## src/rtl/tx_oh_pkg.sv

```systemverilog
package tx_oh_pkg;

    localparam int OH_COUNT = 7;

    localparam logic [7:0] ALIGN1_PAT = 8'hF6;
    localparam logic [7:0] ALIGN2_PAT = 8'h28;

    localparam int RDI_BIT = 7;
    localparam int REI_BIT = 6;

    // Slot codes follow the overhead table order, payload is 0
    typedef enum logic [2:0] {
        SLOT_PAY   = 3'd0,
        SLOT_FA1   = 3'd1,
        SLOT_FA2   = 3'd2,
        SLOT_EM    = 3'd3,
        SLOT_TR    = 3'd4,
        SLOT_MA    = 3'd5,
        SLOT_NR    = 3'd6,
        SLOT_GC    = 3'd7
    } slot_e;

    typedef struct packed {
        logic [7:0] data;
        logic       sof;
        logic       rei_pend;
    } tx_state_t;

endpackage

```

## src/rtl/tx_oh_slot_track.sv

```systemverilog
module tx_oh_slot_track
    import tx_oh_pkg::*;
#(
    parameter int unsigned FRAME_LEN = 537,
    parameter int unsigned OH_POS [OH_COUNT] = '{0, 1, 60, 120, 180, 240, 300},
    localparam int POS_W = $clog2(FRAME_LEN)
) (
    input  logic  clk,
    input  logic  rst_n,
    output slot_e slot,
    output logic  frame_first,
    output logic  frame_last
);

    logic [POS_W-1:0]    pos_d, pos_q;
    logic [OH_COUNT-1:0] hit;

    for (genvar g = 0; g < OH_COUNT; g++) begin : g_hit
        assign hit[g] = (pos_q == POS_W'(OH_POS[g]));
    end

    always_comb begin
        slot = SLOT_PAY;
        for (int i = 0; i < OH_COUNT; i++) begin
            if (hit[i]) slot = slot_e'(3'(i + 1));
        end
    end

    assign frame_first = (pos_q == '0);
    assign frame_last  = (pos_q == POS_W'(FRAME_LEN - 1));

    always_comb begin
        pos_d = frame_last ? '0 : pos_q + 1'b1;
    end

    always_ff @(posedge clk) begin
        if (!rst_n) pos_q <= '0;
        else        pos_q <= pos_d;
    end

    AST_POS_WRAP: assert property (@(posedge clk) disable iff (!rst_n)
        frame_last |=> frame_first);

    AST_POS_STEP: assert property (@(posedge clk) disable iff (!rst_n)
        !frame_last |=> !frame_first);

endmodule

```

## src/rtl/tx_bip8_gen.sv

```systemverilog
module tx_bip8_gen #(
    parameter int unsigned W = 8
) (
    input  logic         clk,
    input  logic         rst_n,
    input  logic [W-1:0] octet,
    input  logic         frame_last,
    output logic [W-1:0] parity
);

    logic [W-1:0] acc_d, acc_q;
    logic [W-1:0] hold_d, hold_q;

    always_comb begin
        acc_d  = acc_q ^ octet;
        hold_d = hold_q;
        if (frame_last) begin
            hold_d = acc_q ^ octet;
            acc_d  = '0;
        end
    end

    always_ff @(posedge clk) begin
        if (!rst_n) begin
            acc_q  <= '0;
            hold_q <= '0;
        end else begin
            acc_q  <= acc_d;
            hold_q <= hold_d;
        end
    end

    assign parity = hold_q;

    AST_HOLD_STABLE: assert property (@(posedge clk) disable iff (!rst_n)
        !frame_last |=> $stable(hold_q));

    AST_ACC_RESTART: assert property (@(posedge clk) disable iff (!rst_n)
        frame_last |=> (acc_q == '0));

endmodule

```

## src/rtl/tx_g832_oh_inserter.sv

```systemverilog
module tx_g832_oh_inserter
    import tx_oh_pkg::*;
#(
    parameter int unsigned FRAME_LEN = 537,
    parameter int unsigned OH_POS [OH_COUNT] = '{0, 1, 60, 120, 180, 240, 300}
) (
    input  logic       clk,
    input  logic       rst_n,
    input  logic [7:0] in_byte,
    output logic       in_ready,
    input  logic [7:0] ext_oh,
    input  logic       cfg_ext_dat,
    input  logic       cfg_ext_frm,
    input  logic       cfg_ext_tr,
    input  logic       cfg_ext_rdi,
    input  logic       cfg_auto_rdi,
    input  logic       cfg_force_rdi,
    input  logic       cfg_ext_rei,
    input  logic       los,
    input  logic       oof,
    input  logic       rei_req,
    output logic [7:0] out_byte,
    output logic       out_sof
);

    slot_e      slot;
    logic       frame_first, frame_last;
    logic [7:0] bip_hold;
    logic [7:0] sel;
    logic       rdi_bit, rei_bit;
    tx_state_t  st_d, st_q;

    tx_oh_slot_track #(
        .FRAME_LEN (FRAME_LEN),
        .OH_POS    (OH_POS)
    ) u_track (
        .clk         (clk),
        .rst_n       (rst_n),
        .slot        (slot),
        .frame_first (frame_first),
        .frame_last  (frame_last)
    );

    assign in_ready = cfg_ext_dat || (slot == SLOT_PAY);

    always_comb begin
        // Remote defect: force beats automatic beats external
        if (cfg_force_rdi)     rdi_bit = 1'b1;
        else if (cfg_auto_rdi) rdi_bit = los | oof;
        else if (cfg_ext_rdi)  rdi_bit = ext_oh[RDI_BIT];
        else                   rdi_bit = 1'b0;

        rei_bit = cfg_ext_rei ? ext_oh[REI_BIT] : (st_q.rei_pend | rei_req);

        sel = 8'h00;
        unique case (slot)
            SLOT_PAY: sel = in_byte;
            SLOT_FA1: sel = cfg_ext_frm ? ext_oh : ALIGN1_PAT;
            SLOT_FA2: sel = cfg_ext_frm ? ext_oh : ALIGN2_PAT;
            SLOT_EM:  sel = bip_hold;
            SLOT_TR:  sel = cfg_ext_tr ? ext_oh : 8'h00;
            SLOT_MA: begin
                sel[RDI_BIT] = rdi_bit;
                sel[REI_BIT] = rei_bit;
            end
            SLOT_NR:  sel = 8'h00;
            SLOT_GC:  sel = 8'h00;
            default:  sel = 8'h00;
        endcase
        if (cfg_ext_dat) sel = in_byte;
    end

    tx_bip8_gen #(.W(8)) u_bip (
        .clk        (clk),
        .rst_n      (rst_n),
        .octet      (sel),
        .frame_last (frame_last),
        .parity     (bip_hold)
    );

    always_comb begin
        st_d          = st_q;
        st_d.data     = sel;
        st_d.sof      = frame_first;
        st_d.rei_pend = (slot == SLOT_MA) ? 1'b0 : (st_q.rei_pend | rei_req);
    end

    always_ff @(posedge clk) begin
        if (!rst_n) st_q <= '0;
        else        st_q <= st_d;
    end

    assign out_byte = st_q.data;
    assign out_sof  = st_q.sof;

    AST_PASS_THROUGH: assert property (@(posedge clk) disable iff (!rst_n)
        in_ready |=> (out_byte == $past(in_byte)));

    AST_SOF_SINGLE: assert property (@(posedge clk) disable iff (!rst_n)
        out_sof |=> !out_sof);

    AST_ALIGN_FIXED: assert property (@(posedge clk) disable iff (!rst_n)
        (slot == SLOT_FA1 && !cfg_ext_dat && !cfg_ext_frm) |=> (out_byte == ALIGN1_PAT));

    AST_EM_FROM_HOLD: assert property (@(posedge clk) disable iff (!rst_n)
        (slot == SLOT_EM && !cfg_ext_dat) |=> (out_byte == $past(bip_hold)));

    AST_TR_ZERO: assert property (@(posedge clk) disable iff (!rst_n)
        (slot == SLOT_TR && !cfg_ext_dat && !cfg_ext_tr) |=> (out_byte == 8'h00));

    AST_RDI_FORCED: assert property (@(posedge clk) disable iff (!rst_n)
        (slot == SLOT_MA && !cfg_ext_dat && cfg_force_rdi) |=> out_byte[RDI_BIT]);

    AST_REI_REQ_SEEN: assert property (@(posedge clk) disable iff (!rst_n)
        (slot == SLOT_MA && !cfg_ext_dat && !cfg_ext_rei && rei_req) |=> out_byte[REI_BIT]);

    AST_MA_SPARE_ZERO: assert property (@(posedge clk) disable iff (!rst_n)
        (slot == SLOT_MA && !cfg_ext_dat) |=> (out_byte[5:0] == 6'd0));

endmodule

```

## config.mk

```make
export PLATFORM = sky130hd
export DESIGN_NAME = tx_g832_oh_inserter
export DESIGN_NICKNAME = d
export VERILOG_FILES = /design/src/rtl/tx_oh_pkg.sv /design/src/rtl/tx_oh_slot_track.sv /design/src/rtl/tx_bip8_gen.sv /design/src/rtl/tx_g832_oh_inserter.sv
export SDC_FILE = /design/constraint.sdc
export NUM_CORES = 1
export LEC_CHECK = 0
export BUFFER_PORTS_ARGS = -buffer_cell sky130_fd_sc_hd__buf_2
export CAP_MARGIN = 40
export CORE_ASPECT_RATIO = 1.2
export CORE_MARGIN = 2
export CORE_UTILIZATION = 40
export CTS_BUF_LIST = sky130_fd_sc_hd__clkbuf_16
export CTS_CLUSTER_DIAMETER = 40
export DETAILED_ROUTE_END_ITERATION = 10
export MAX_ROUTING_LAYER = met4
export PLACE_DENSITY = 0.58
export RECOVER_POWER = 50
export SLEW_MARGIN = 20
export SYNTH_ARGS = -nofsm -noshare
export SYNTH_HDL_FRONTEND = slang
export SYNTH_SLANG_ARGS = --single-unit
```

## constraint.sdc

```tcl
create_clock -name clk -period 2.7 [get_ports clk]
set_input_delay 0.405 -clock clk [delete_from_list [all_inputs] [get_ports clk]]
set_output_delay 0.405 -clock clk [all_outputs]
set_load 0.05 [all_outputs]
```

Yosys cells after proc, flatten, opt, wreduce, memory -nomap -nowiden. Index checks and enable logic that the tools add are counted.

Output and inout bits: 10. Register bits after elaboration: 36. Input port bits: 28. Word-level logic and storage cells: 48.

Add/sub/neg operators: 1. Reductions and logical operators: 6. Bitwise operators: 4. Mux-type cells: 17. Eq/ne operators: 14.

Operator list (number): $mux W8 (4); $pmux W6 S5 (1); $eq A10 B8 Y1 const B (2); $pmux W2 S7 (1); $eq A3 B3 Y1 const B (4); $mux W3 (4); $add A10 B1 Y10 const B (1); $eq A10 B1 Y1 const B (1); $eq A10 B10 Y1 const B (1); $eq A10 B6 Y1 const B (1); $eq A10 B7 Y1 const B (1); $eq A10 B9 Y1 const B (1); $logic_not A10 Y1 (1); $xor A8 B8 Y8 (1); $eq A3 B2 Y1 const B (2); $reduce_or A2 Y1 (3); $mux W1 (5); $mux W2 (2); $eq A3 B1 Y1 const B (1); $logic_not A3 Y1 (1); $or A1 B1 Y1 (2); $logic_or A1 B1 Y1 (1); $not A1 Y1 (1).

Longest topological paths before layout. Gate-level depths: netlist (run 1).

Word-level depth: 13. Mapped depth: 11.

By module. A second synthesis (run 1) with hierarchy kept.

Cell total of the unflattened synthesis: 258. Area total of the unflattened synthesis: 2187.1 µm².

By module, submodules not included: tx_g832_oh_inserter (instances 1, cells an instance 125, area each 1017.2 µm²); tx_oh_slot_track (instances 1, cells an instance 82, area each 644.4 µm²); tx_bip8_gen (instances 1, cells an instance 51, area each 525.5 µm²).

Worst setup path after synthesis (run 1). No wires, ideal clock.

Path type: reg-to-reg. Start: register u_track.pos_q[0]. End: register u_bip.hold_q[7] (netlist: u_bip.parity[7]). Buffers on the path: 1. Clock period less this slack: 2.525 ns. Arrival time: 2.393 ns. Library setup time: 0.132 ns. Stages on the path, launching flop included: 11. Path slack: 0.175 ns. Path through: dfxtp_1 inv_1 ha_1 buf_2 nor2_1 or3_4 o21ai_0 o21ai_2 mux2_2 xnor2_2 a21oi_1.

Longest elaborated chain between the ends: 13.

Ends and longest elaborated chain: from (decl) (line tx_oh_slot_track.sv:15) `logic [POS_W-1:0] pos_d, pos_q;`; from (signal assigned) (line tx_oh_slot_track.sv:38) `else pos_q <= pos_d;`; $logic_not A10 Y1 (line tx_oh_slot_track.sv:19) `assign hit[g] = (pos_q == POS_W'(OH_POS[g]));`; $mux W1 (line tx_oh_slot_track.sv:25) `if (hit[i]) slot = slot_e'(3'(i + 1));`; $mux W2 (2 in series) (line tx_oh_slot_track.sv:25); $mux W3 (4 in series) (line tx_oh_slot_track.sv:25); $eq A3 B3 Y1 (line tx_g832_oh_inserter.sv:56) `unique case (slot)`; $reduce_or A2 Y1 (no source line); $pmux W2 S7 (line tx_g832_oh_inserter.sv:56); $mux W8 (line tx_g832_oh_inserter.sv:70) `if (cfg_ext_dat) sel = in_byte;`; $xor A8 B8 Y8 (line tx_bip8_gen.sv:18) `hold_d = acc_q ^ octet;`; to (signal assigned) (line tx_bip8_gen.sv:29) `hold_q <= hold_d;`; to (decl) (line tx_bip8_gen.sv:12) `logic [W-1:0] hold_d, hold_q;`.

Several ways; a longest one is shown, not always the timed one. A chain may end at the register's enable or synchronous reset.

Worst setup path after layout (run 1).
Start: register u_track.pos_q[3]. End: output in_ready.

Longest elaborated chain between the ends: 10.

Ends and longest elaborated chain: $logic_not A10 Y1 (line tx_oh_slot_track.sv:19); $mux W1 (line tx_oh_slot_track.sv:25); $mux W2 (2 in series) (line tx_oh_slot_track.sv:25); $mux W3 (3 in series) (line tx_oh_slot_track.sv:25); $mux W3 (*) (line tx_oh_slot_track.sv:25); $logic_not A3 Y1 (*) (line tx_g832_oh_inserter.sv:44) `assign in_ready = cfg_ext_dat || (slot == SLOT_PAY);`; $logic_or A1 B1 Y1 (*) (line tx_g832_oh_inserter.sv:44); to (decl) (line tx_g832_oh_inserter.sv:10) `output logic in_ready,`.

Every way passes the cells marked *; elsewhere a longest branch is shown, timed or not.

==> metrics.txt, run 1 <==
status=completed; CP Launch Type=flop; global routing usage on met1=21.72%; area growth from synthesis to layout=18.14%; DP HPWL=3296 µm; H-tree levels=2; Worst R2R Setup Slack=0.12 ns; met2 usage=between 30% and 40%; CTS buffer count=5; drt wl/cell=approximately 14 µm; CTS Sinks=36; GPL Wtd Cong=0.8054; final hold violations=0; biggest area consumer among synthesized cells=dfxtp_1; WL final=roughly 4300 µm; Max-Cap Viols=0; Setup Viol. Count Final=0; CP max stage delay=0.58 ns; crit path kind=reg2out; port bufs=37; clock latency on the worst-skew pair=roughly 0.28 ns; post-layout minimum cycle time=2.577 ns; CP required=around 2.3 ns; Vias=between 1,500 and 2,000; Cells after Synth=219; final net count=284; Post-synth EDFFs=0; Global Route Usage Sum=a little under a fifth; CTS clk-pin slew, worst paths=around 0.050 ns; slowest CP cell=or4_4; Post-Syn Area=around 1900 µm²; number of global-route vias before repair=about 1,500; Final TNS setup=0 ns; crit end category=output pin; yosys warns=0; initial antenna violation count=0; R2R cell count=8; Final Total Pwr=between 0.001 and 0.0015 W; FP Rows=27; die width=around 67 µm; Die Ht=79.16 µm; commonest cells after routing, fill and taps aside=dfxtp_1 (35), nor2_1 (34), buf_2 (28); M3 GR Usage=approximately 4%; Cell Chain, Critical Path=or4_4 -> or3_4 -> o21ai_0 -> o21ai_2 -> buf_2; Initial DRC Count=60; asr flop ratio synth=0%; Synth area leaders=dfxtp_1 (38%), nor2_1 (6.8%), xor2_1 (5.1%), buf_4 (3.2%), inv_1 (3.0%); pre-CTS setup slack=between 0.2 and 0.25 ns; pin count of the biggest net entering global routing=14; Starting Density=41.29%; Most Used Layer, Global Route=met2; critical path capture point=in_ready; Pleak=0.9179 nW; Synth Register Bits=36; grt ovf=0; fin area=approximately 2200 µm²; PnR worst setup slack=roughly 0.12 ns; Antenna Nets Post-Route=0; skew final=0.003615 ns; Seq/Total Area, Yosys=about two fifths; Max Slew Vio Count=0; CTS tree=yes; Slew headroom=between 60% and 70%; worst r2r src=u_track.pos_q[3]$_SDFF_PP0_; Mean Syn Cell Area=8.598 µm²; Hold Path Class=in2reg; commonest non-fill, non-tap cell in the layout=dfxtp_1; Unique masters post-synth=48; Max Clk Rate=388.0 MHz; clk root buf=clkbuf_16; first-pass iteration count of the detailed router=4; Critical R2R Capture=u_bip.parity[2]$_SDFFE_PN0P_; peak supply drop=~0.24 mV; first-pass GRT wire length=a little over 7000 µm; post-synth top area share=a little under two fifths; placed inst area=2081 µm²; syn_nets=between 200 and 300; worst hold margin=slightly below 0.4 ns; DIE AREA=around 5300 µm²; worst-margin pin slew=0.5915 ns; Tcrit/Tclk final=95.46%; Power Dens Cells=approximately 630 nW/µm²; num ports=38; Core Area=between 4000 and 5000 µm²; Worst Setup SP=u_track.pos_q[3]$_SDFF_PP0_; share of post-route cells with drive strength above 1=between 20% and 30%; diode count=0; CTS Buffer Depth=2; Worst Path Max Fanout=9; number of vias per cell=just over 5; ys flop type=dfxtp_1; DRC viols=0; CP arrival=between 2 and 2.5 ns
[repair_timing]
item	in CTS	in global routing
buffers inserted	0	2
setup endpoints to repair	0	1
hold buffers	0	0
gates resized for setup	0	2
[flip-flops by register name (all words and copies together), names as in the netlist]
| signal | flops |
|---|---|
| out_byte | 8 |
| u_track.pos_q | 10 |
| u_bip.acc_q | 8 |
| out_sof | 1 |
| st_q | 1 |
| u_bip.parity | 8 |
[area by class of cell]
class                           instances  area [µm²]
Sequential cell                        36       721.9
Inverter                               15       56.30
Fill cell                             476        2336
Timing Repair Buffer                   44       226.5
Clock inverter                          2       8.758
Clock buffer                            5       125.1
Tap cell                               58       72.57
Multi-Input combinational cell        151        1013
[per-stage QoR]
stage | util [%] | std cells
floorplan | - | 219
global placement | 45.62 | 302
detailed placement | 45.62 | 302
CTS | 48.56 | 309
global route | 48.78 | 311
finish | 48.78 | 311
[power by group]
group / total, W / internal (W) / switching [W]
sequential: 0.000592 / 0.000573 / 0.0000191
combinational: 0.000282 / 0.000114 / 0.000168
clock: 0.000524 / 0.000330 / 0.000193
[how the worst min path moves through the flow]
stage                                       startpoint                            to  slack [ns]  depth (start not counted)
after CTS                                   in_byte[4]        out_byte[4]$_SDFF_PN0_        0.40                          3
final                                       in_byte[4]        out_byte[4]$_SDFF_PN0_        0.40                          3
after floorplan            u_track.pos_q[0]$_SDFF_PP0_   u_track.pos_q[0]$_SDFF_PP0_        0.44                          1
after global routing                        in_byte[4]        out_byte[4]$_SDFF_PN0_        0.42                          3
after global placement     u_track.pos_q[0]$_SDFF_PP0_   u_track.pos_q[0]$_SDFF_PP0_        0.46                          1
after detailed placement  u_bip.parity[3]$_SDFFE_PN0P_  u_bip.parity[3]$_SDFFE_PN0P_        0.47                          2
[cells in the mapped netlist (3+ instances only)]
cell type   n
a221o_1     3
buf_2       3
o22ai_1     5
inv_1      15
o21ai_0     9
nor2b_1     3
clkbuf_1    6
ha_1        3
dfxtp_1    36
nand2_1     9
nand3_1     7
xor2_1     11
buf_4       8
a31oi_1     3
nor3b_1     3
nor2_1     34
a21oi_1     9
mux2i_1     3
xnor2_1     5
and2_1      5
[routing by layer]
layer | part of all wire (%) | routed length [µm] | vias to the layer above
li1 | - | - | 819
met1 | 44 | 1892 | 724
met2 | 51 | 2200 | 25
met3 | 3.7 | 160 | 4
met4 | 1.2 | 51 | 0
met5 | 0 | 0 | -
[kinds of logic (layout without fill, tap and decap cells)]
logic type	count (synthesis)	count (layout)	synth area share, %
AO/OA/AOI/OAI	46	46	17.87
AND/OR/NAND/NOR	80	80	22.39
multiplexers	5	5	2.990
flip-flops	36	36	38.27
buffers and inverters	32	66	8.172
XOR/XNOR	17	17	8.306
adder cells (fa/ha/maj)	3	3	1.994
[worst max-delay path, delay by kind of cell, from the launching register on]
family	cells	cell delay [ns]
simple gates	2	0.99
flops	1	0.38
compound gates	2	0.29
buf+inv	1	0.23
Note: power is estimated with default switching activity, not from simulation.
==> run 2, diff against run 1 <==
--- a/config.mk
+++ b/config.mk
@@ -6,8 +6,8 @@
 export NUM_CORES = 1
 export LEC_CHECK = 0
 export BUFFER_PORTS_ARGS = -buffer_cell sky130_fd_sc_hd__buf_2
-export CAP_MARGIN = 40
-export CORE_ASPECT_RATIO = 1.2
+export CAP_MARGIN = 20
+export CORE_ASPECT_RATIO = 1.75
 export CORE_MARGIN = 2
 export CORE_UTILIZATION = 40
 export CTS_BUF_LIST = sky130_fd_sc_hd__clkbuf_16
==> run 2 against run 1 <==
Compared with the run above:
- final cell count is 1.6% lower
- clock-buffer cell count stayed put
- power rose by 0.97%
- die area rose by 0.36%
- utilization fell by 1.3 points
- critical path depth increased by 3
- maximum frequency up 2.1%
- sequential power barely moved
- wire length grew 3.9%
- flip-flop and latch count did not move
- clock power grew 2%
- largest power group unchanged
- highest routed layer unchanged
==> metrics.txt, run 2 (synthesis gave the netlist of run 1 again) <==
slowest CP cell=or4_4 (unchanged); commonest cells after routing, fill and taps aside=dfxtp_1 (36), nor2_1 (34), buf_2 (27) (was dfxtp_1 (35), nor2_1 (34), buf_2 (28)); Hold-fix buffers, CTS=0 (unchanged); Max Clk Rate=396.0 MHz (was 388.0 MHz); num ports=38 (unchanged); Cell Chain, Critical Path=or4_4 -> or3_4 -> o21ai_1 -> o21ai_2 -> buf_4 -> a2bb2oi_1 -> xor2_1 -> o22ai_1 (was or4_4 -> or3_4 -> o21ai_0 -> o21ai_2 -> buf_2); die width=55.87 µm (was 66.64 µm); H-tree levels=2 (unchanged); post-layout minimum cycle time=2.526 ns (was 2.577 ns); DIE AREA=5294 µm² (was 5275 µm²); worst hold margin=0.4028 ns (was 0.3955 ns); Initial DRC Count=37 (was 60); CTS Sinks=36 (unchanged); CP max stage delay=0.58 ns (about the same); final net count=284 (unchanged); pin count of the biggest net entering global routing=13 (was 14); Antenna Nets Post-Route=0 (unchanged); first-pass iteration count of the detailed router=4 (unchanged); Worst Path Max Fanout=9 (unchanged); DRC viols=0 (unchanged); Power Dens Cells=643.3 nW/µm² (was 628.2 nW/µm²); clock latency on the worst-skew pair=0.27 ns (was 0.28 ns); CTS tree=yes (unchanged); CP arrival=2.68 ns (was 2.17 ns); CTS Buffer Depth=2 (unchanged); CP Launch Type=flop (unchanged); area growth from synthesis to layout=16.48% (was 18.14%); share of post-route cells with drive strength above 1=19.29% (was 22.13%); Starting Density=40.72% (was 41.29%); CTS buffer count=5 (unchanged); Largest register FFs=10 (unchanged); Max-Cap Viols=0 (unchanged); GPL Wtd Cong=0.9483 (was 0.8054); FP Rows=33 (was 27); diode count=0 (unchanged); pre-CTS setup slack=0.2346 ns (was 0.2153 ns); CTS clk-pin slew, worst paths=0.05 ns (about the same); peak supply drop=0.5496 mV (was 0.2423 mV); RSZ-0062 raised after global routing=false; grt ovf=0 (unchanged); Pleak=0.9096 nW (was 0.9179 nW); number of vias per cell=5.225 (was 5.055); Final Total Pwr=0.001411 W (was 0.001398 W); status=completed (unchanged); first-pass GRT wire length=7058 µm (was 7176 µm); Slew headroom=44.15% (was 60.74%); Setup Viol. Count Final=0 (unchanged); number of global-route vias before repair=1,513 (unchanged); clk root buf=clkbuf_16 (unchanged); Die Ht=94.77 µm (was 79.16 µm); worst-margin pin slew=0.8290 ns (was 0.5915 ns); crit path kind=reg2reg (was reg2out); Core Area=4624 µm² (was 4561 µm²); CP required=2.85 ns (was 2.30 ns); Placed Cells=295 (was 302); Hold Path Class=in2reg (unchanged); fin cells=306 (was 311); Global Route Usage Sum=17.97% (was 18.45%); port bufs=37 (unchanged); Vias=1,599 (was 1,572); Max Slew Vio Count=0 (unchanged); drt wl/cell=14.61 µm (was 13.84 µm); final hold violations=0 (unchanged); Biggest register=u_track.pos_q (unchanged); crit end category=flop (was output pin); initial antenna violation count=0 (unchanged); Tcrit/Tclk final=93.54% (was 95.46%); skew final=0.001464 ns (was 0.003615 ns); WL final=4470 µm (was 4304 µm); DP HPWL=3522 µm (was 3296 µm); commonest non-fill, non-tap cell in the layout=dfxtp_1 (unchanged); Final TNS setup=0 ns (unchanged); PnR worst setup slack=0.1745 ns (was 0.1227 ns)
run 2: cell count changes in the layout (fill, tap and decap cells not counted), sizes merged:
cell / before / now
buf: 35 / 33
clkbuf: 14 / 16
inv: 16 / 17
run 2: repair_timing:
action / 4_1_cts / 5_1_grt
pin swaps: 0 / 1
buffers inserted: 0 / 3
resized for setup: 1 / 1
setup endpoints to repair: 1 / 3
run 2: worst max-delay path: cells and delay by family (launching register included):
kind                   cells  cell delay (ns)
XOR/XNOR                   1             0.23
AO/OA/AOI/OAI              4             0.64
buffers and inverters      1             0.16
flip-flops                 1             0.37
AND/OR/NAND/NOR            2             1.00
run 2: area by class of cell:
cell class                      instances  area [µm²]
Timing Repair Buffer                   44       221.5
Sequential cell                        36       720.7
Clock buffer                            5       125.1
Tap cell                               52       65.06
Multi-Input combinational cell        151       993.5
Clock inverter                          3       11.26
Inverter                               15       56.30
Fill cell                             477        2431
run 2: routing by layer:
metal  GRT usage [%]  vias to the layer above  share of wire, %  routed length (µm)
met2           33.23                       29                56                2511
met4           8.730                        0               2.3                 105
met5               -                        -                 0                   0
li1                -                      822                 -                   -
met1           17.70                      738                38                1713
met3           3.699                       10               3.1                 140
run 2: power by group:
part           internal [W]  switching [W]  total, W
Combinational      0.000115       0.000170  0.000285
Clock              0.000331       0.000205  0.000536
Sequential         0.000572      0.0000177  0.000590
Total               0.00102       0.000393   0.00141
run 2: path summary, 6_finish.rpt:
kind,startpoint,endpoint,slack [ns],cells past startpoint
setup reg to reg,u_track.pos_q[3]$_SDFF_PP0_,u_bip.parity[2]$_SDFFE_PN0P_,0.17,8
hold reg to reg,u_bip.parity[4]$_SDFFE_PN0P_,u_bip.parity[4]$_SDFFE_PN0P_,0.48,2
hold / removal,in_byte[4],out_byte[4]$_SDFF_PN0_,0.40,3
setup / recovery,u_track.pos_q[3]$_SDFF_PP0_,u_bip.parity[2]$_SDFFE_PN0P_,0.17,8
run 2: per-stage QoR:
step / util (%) / area, µm²
2_1_floorplan: - / 1883
3_3_place_gp: 44.67 / 2066
3_5_place_dp: 44.67 / 2066
4_1_cts: 47.67 / 2205
5_1_grt: 47.43 / 2193
6_report: 47.43 / 2193
